## src/rtl/recip_div.sv

```systemverilog
module recip_div #(
  parameter int W    = 32,
  parameter int NLOG = 14
) (
  input  logic         clk,
  input  logic         rst_n,
  input  logic         start,
  input  logic [W-1:0] divisor,
  output logic         busy,
  output logic         done,
  output logic [W-1:0] quotient
);
  localparam int HALF = W / 2;
  localparam int TOP  = NLOG + W;
  localparam int CW   = $clog2(TOP + 2);
  localparam int LW   = $clog2(W);

  logic [LW-1:0] lead;
  logic          in_range;
  logic [W:0]    rem_q;
  logic [W-1:0]  dvs_q;
  logic [W-1:0]  quo_q;
  logic [CW-1:0] cnt_q;
  logic          busy_q, done_q;
  logic [W+1:0]  diff;
  logic          fits;
  logic [W:0]    kept;

  always_comb begin
    lead = '0;
    for (int i = 0; i < W; i++)
      if (divisor[i]) lead = LW'(i);
  end

  assign in_range = (|divisor[W-1:HALF]) && (int'(lead) <= TOP);
  assign diff     = {1'b0, rem_q} - {2'b00, dvs_q};
  assign fits     = ~diff[W+1];
  assign kept     = fits ? diff[W:0] : rem_q;

  always_ff @(posedge clk or negedge rst_n) begin
    if (!rst_n) begin
      rem_q  <= '0;
      dvs_q  <= '0;
      quo_q  <= '0;
      cnt_q  <= '0;
      busy_q <= 1'b0;
      done_q <= 1'b0;
    end else begin
      done_q <= 1'b0;
      if (!busy_q && start) begin
        quo_q <= '0;
        dvs_q <= divisor;
        if (in_range) begin
          rem_q  <= (W+1)'(1) << lead;
          cnt_q  <= CW'(TOP + 1) - CW'(lead);
          busy_q <= 1'b1;
        end else begin
          done_q <= 1'b1;
        end
      end else if (busy_q) begin
        quo_q <= {quo_q[W-2:0], fits};
        rem_q <= {kept[W-1:0], 1'b0};
        cnt_q <= cnt_q - 1'b1;
        if (cnt_q == CW'(1)) begin
          busy_q <= 1'b0;
          done_q <= 1'b1;
        end
      end
    end
  end

  assign busy     = busy_q;
  assign done     = done_q;
  assign quotient = quo_q;
endmodule

```

## config.mk

```make
export PLATFORM = sky130hd
export DESIGN_NAME = recip_div
export DESIGN_NICKNAME = d
export VERILOG_FILES = /design/src/rtl/recip_div.sv
export SDC_FILE = /design/constraint.sdc
export NUM_CORES = 1
export LEC_CHECK = 0
export CAP_MARGIN = 20
export CORE_MARGIN = 2
export CORE_UTILIZATION = 50
export CTS_BUF_LIST = sky130_fd_sc_hd__clkbuf_4
export DETAILED_ROUTE_END_ITERATION = 12
export DONT_BUFFER_PORTS = 1
export PLACE_DENSITY = 0.67
export RECOVER_POWER = 100
export SKIP_LAST_GASP = 1
export SLEW_MARGIN = 20
export SYNTH_ARGS = -nofsm -noshare
export SYNTH_HDL_FRONTEND = slang
export SYNTH_SLANG_ARGS = --single-unit
```

## constraint.sdc

```tcl
create_clock -name clk -period 2.7 [get_ports clk]
set_input_delay 0.81 -clock clk [delete_from_list [all_inputs] [get_ports clk]]
set_output_delay 0.81 -clock clk [all_outputs]
set_load 0.1 [all_outputs]
```

==> run summary <==
======================================================================================
Slew of the pin with the lowest slew margin                                   1.299 ns
Final-report max-slew violation count                                                0
Critical Path End Type                                                        register
Met3 WL post-DR                                                               1.364 mm
Register-to-register path setup slack                                         -0.21 ns
Placed wire-length estimate                                                   13.25 mm
Synth Area in Compound Gates                                                    23.56%
Effective utilization at floorplan                                              51.08%
Vias                                                                             6,182
Congestion Overflow GR                                                               0
Async set-reset flop share out of synthesis                                     100.0%
Relative slew margins                                                           13.38%
Distinct cells, synth                                                               62
Hold WS                                                                    -0.04584 ns
Total length of routed met2 wires                                             8.683 mm
CTS Root Cell                                                             sky130_fd_sc_hd__clkbuf_4
Later-pin clock latency in the skew report                                     0.52 ns
# setup viols final                                                                 31
Syn Inst Count                                                                     769
H-tree levels                                                                        3
Largest net degree at the start of global routing                                  106
Post-Place Worst Slack                                                      -0.2444 ns
Share of the yosys chip area belonging to registers                             40.76%
DRC violation count after routing                                                    0
Setup WS post-layout                                                        -0.2111 ns
Fraction of the core area covered by cells at the end of the flow               65.68%
Highest attainable clock frequency                                          0.3435 GHz
Max Used Layer                                                                    met4
Std-Cell Rows                                                                       41
TritonCTS clock tree                                                             built
Post-synthesis cell area                                                  0.006446 mm²
DRC marker count from the first detailed-route iteration                           531
Clock sink count                                                                   105
Combinational family with the most area after synthesis                   compound AO/OA/AOI/OAI gates
Share of layout cells above drive strength 1                                    26.23%
Worst flop-to-flop path startpoint                                        rem_q[0]$_DFFE_PN0P_
Post-Synth Adder-Cell Area                                                      6.910%
Failing checks                                                            hold timing, setup timing
Unrepaired setup endpoints after global routing                                    yes
Worst EP arrival                                                               3.37 ns
Yosys reg bits                                                                     105
Floorplan core area                                                        0.01262 mm²
Number of CTS-inserted buffers                                                       9
Clock slew at the register clock pins of the worst setup and hold paths        0.19 ns
Number of nets still failing antenna checks after routing                            0
Worst setup path class                                                         reg2reg
Ys flop type                                                              sky130_fd_sc_hd__dfrtp_1
Clock Tree Buf Depth                                                                 2
Initial antenna violation count                                                      0
Status                                                                    complete, but fails checks
Mean post-synth cell area                                                    8.383 µm²
Post-layout net count                                                              980
Average via count per standard cell                                              5.677
Via count of the first global-routing pass                                       6,161
Routability-driven placement congestion ratio                                   0.9672
Number of non-filler instances in the completed layout                           1,089
First-pass GRT wire length                                                    30.58 mm
Post-synthesis mux area share                                                   2.640%
Number of flops mapped to enable cells by yosys                                      0
Max-cap violations                                                                   0
Mean routed wirelength per cell                                               17.14 µm
IO Count                                                                            69
Total global routing track utilization                                          27.27%
Synthesized-area fraction occupied by and/or/nand/nor cells                     18.52%
Logic depth of the worst register-to-register path                                  13
Max FO, Critical Path                                                                3
Die area                                                                   0.01382 mm²
CP Launch Type                                                                register
Final Hold Vio Count                                                               105
Final critical-path share of the clock period                                   107.8%
Width of the die                                                              117.5 µm
Number of port buffers                                                               0
Setup skew after layout                                                     0.01770 ns
Required time of the worst setup path                                          3.16 ns
Class of the most critical hold timing path                                   in2async
Detailed Routing Iterations Pass 1                                                   5
P&R area growth vs syn                                                          28.57%
Post-Synthesis Net Count                                                           839
Cell Count Post-Placement                                                        1,051
Final min period                                                              2.911 ns
Total routed wire length on the met1 layer                                    8.157 mm
Synthesis warning total                                                              0
XOR/XNOR share of the synthesized area                                          2.853%
R2r endpoint                                                              rem_q[29]$_DFFE_PN0P_
Routed wire length                                                            18.67 mm
Chip Height                                                                   117.5 µm
======================================================================================
==> synth_stat cells, types with 4 or more instances <==
cell	n	area (µm²)
sky130_fd_sc_hd__nor4_1	9	56.30
sky130_fd_sc_hd__a22oi_1	6	45.04
sky130_fd_sc_hd__clkbuf_1	20	75.07
sky130_fd_sc_hd__nand4_1	4	25.02
sky130_fd_sc_hd__nor2_1	48	180.2
sky130_fd_sc_hd__dfrtp_1	105	2628
sky130_fd_sc_hd__nor2b_1	11	68.82
sky130_fd_sc_hd__buf_1	7	26.28
sky130_fd_sc_hd__ha_1	34	425.4
sky130_fd_sc_hd__or3_1	5	31.28
sky130_fd_sc_hd__a211oi_1	4	30.03
sky130_fd_sc_hd__nand2_1	139	521.8
sky130_fd_sc_hd__a31oi_1	7	43.79
sky130_fd_sc_hd__and3_1	5	31.28
sky130_fd_sc_hd__mux2i_1	17	170.2
sky130_fd_sc_hd__nor3_1	14	70.07
sky130_fd_sc_hd__o31ai_1	4	30.03
sky130_fd_sc_hd__a21o_1	10	75.07
sky130_fd_sc_hd__nand3_1	16	80.08
sky130_fd_sc_hd__o211ai_1	7	52.55
sky130_fd_sc_hd__o21a_1	9	67.56
sky130_fd_sc_hd__a22o_1	4	35.03
sky130_fd_sc_hd__a21oi_1	46	230.2
sky130_fd_sc_hd__a211o_1	5	43.79
sky130_fd_sc_hd__xnor2_1	15	131.4
sky130_fd_sc_hd__xor2_1	6	52.55
sky130_fd_sc_hd__o21ai_0	105	525.5
sky130_fd_sc_hd__inv_1	47	176.4
sky130_fd_sc_hd__and2_1	4	25.02
sky130_fd_sc_hd__nand2b_1	8	50.05
==> state kept, by name (all words and copies together) (netlist names) <==
register / flops
cnt_q: 6
done: 1
busy: 1
dvs_q: 32
rem_q: 33
quotient: 32
==> per-layer routing <==
metal | up-vias | GRT usage, %
met2 | 218 | 43.17
met1 | 2917 | 37.12
li1 | 3007 | -
met5 | - | 0
met4 | 0 | 10.69
met3 | 40 | 5.233
==> worst max-delay path, stage by stage (launching register included) <==
cell                      delay [ns]
sky130_fd_sc_hd__dfrtp_1        0.42
sky130_fd_sc_hd__inv_2          0.07
sky130_fd_sc_hd__ha_4           0.13
sky130_fd_sc_hd__fa_2           0.20
sky130_fd_sc_hd__nor2b_2        0.05
sky130_fd_sc_hd__o31a_1         0.30
sky130_fd_sc_hd__o41ai_2        0.28
sky130_fd_sc_hd__buf_4          0.17
sky130_fd_sc_hd__a211o_1        0.19
sky130_fd_sc_hd__a21oi_2        0.09
sky130_fd_sc_hd__o311a_1        0.31
sky130_fd_sc_hd__o21a_1         0.17
sky130_fd_sc_hd__or3_1          0.34
sky130_fd_sc_hd__a21oi_1        0.13
==> worst max path at each step <==
| stage | from | endpoint | slack (ns) | cells past startpoint |
|---|---|---|---|---|
| after floorplan | rem_q[2]$_DFFE_PN0P_ | rem_q[29]$_DFFE_PN0P_ | 0.02 | 10 |
| after global placement | rem_q[8]$_DFFE_PN0P_ | rem_q[29]$_DFFE_PN0P_ | -0.15 | 12 |
| after detailed placement | rem_q[9]$_DFFE_PN0P_ | rem_q[29]$_DFFE_PN0P_ | -0.24 | 12 |
| after CTS | rem_q[0]$_DFFE_PN0P_ | rem_q[29]$_DFFE_PN0P_ | -0.15 | 13 |
| after global routing | dvs_q[0]$_DFFE_PN0P_ | rem_q[29]$_DFFE_PN0P_ | -0.33 | 13 |
| final | rem_q[0]$_DFFE_PN0P_ | rem_q[29]$_DFFE_PN0P_ | -0.21 | 13 |
==> area by class of cell <==
cell class | count | area [µm²]
clock inverters | 6 | 58.81
well taps | 172 | 215.2
diodes | 2 | 5.005
multi-input cells | 586 | 3901
inverters | 47 | 176.4
fillers | 1070 | 4332
clock buffers | 10 | 75.07
flip-flops and latches | 105 | 2628
repair buffers | 161 | 1229
==> logic make-up (layout without fill, tap and decap cells) <==
family,count (synthesis),in the layout
other,0,2
AND/OR/NAND/NOR,270,270
XOR/XNOR,21,21
multiplexers,17,17
buffers and inverters,78,224
AO/OA/AOI/OAI,243,243
flip-flops,105,105
adder cells (fa/ha/maj),35,35
==> through the flow <==
step           area, µm²  TNS, ns
2_1_floorplan       6499        0
3_3_place_gp        7685   -2.172
3_5_place_dp        7685   -3.595
4_1_cts             8150   -1.492
5_1_grt             8283   -6.859
6_report            8288   -3.384
==> layout by cell type, fill, tap and decap left out, types with 10 or more instances in the layout <==
| master | netlist | layout |
|---|---|---|
| sky130_fd_sc_hd__a21oi_1 | 46 | 34 |
| sky130_fd_sc_hd__ha_1 | 34 | 24 |
| sky130_fd_sc_hd__mux2i_1 | 17 | 16 |
| sky130_fd_sc_hd__dfrtp_1 | 105 | 105 |
| sky130_fd_sc_hd__inv_1 | 47 | 42 |
| sky130_fd_sc_hd__buf_6 | 1 | 11 |
| sky130_fd_sc_hd__buf_4 | 1 | 106 |
| sky130_fd_sc_hd__clkbuf_2 | 0 | 35 |
| sky130_fd_sc_hd__o21ai_1 | 0 | 19 |
| sky130_fd_sc_hd__clkbuf_4 | 0 | 10 |
| sky130_fd_sc_hd__a21oi_2 | 0 | 10 |
| sky130_fd_sc_hd__nor3_1 | 14 | 12 |
| sky130_fd_sc_hd__nand3_1 | 16 | 12 |
| sky130_fd_sc_hd__a21o_1 | 10 | 10 |
| sky130_fd_sc_hd__nand2_1 | 139 | 137 |
| sky130_fd_sc_hd__o21ai_0 | 105 | 83 |
| sky130_fd_sc_hd__nor2_1 | 48 | 46 |
| sky130_fd_sc_hd__xnor2_1 | 15 | 15 |
==> what timing repair did <==
| item | 4_1_cts | 5_1_grt |
|---|---|---|
| setup endpoints to repair | 29 | 33 |
| cloned | 1 | 0 |
| resized for setup | 51 | 55 |
| pin swaps | 15 | 37 |
| setup buffers | 13 | 11 |
| endpoints found under the hold margin | 105 | 105 |
Power is not shown: default switching activity piles up to over one toggle a cycle in this logic, so the estimate is an artifact.
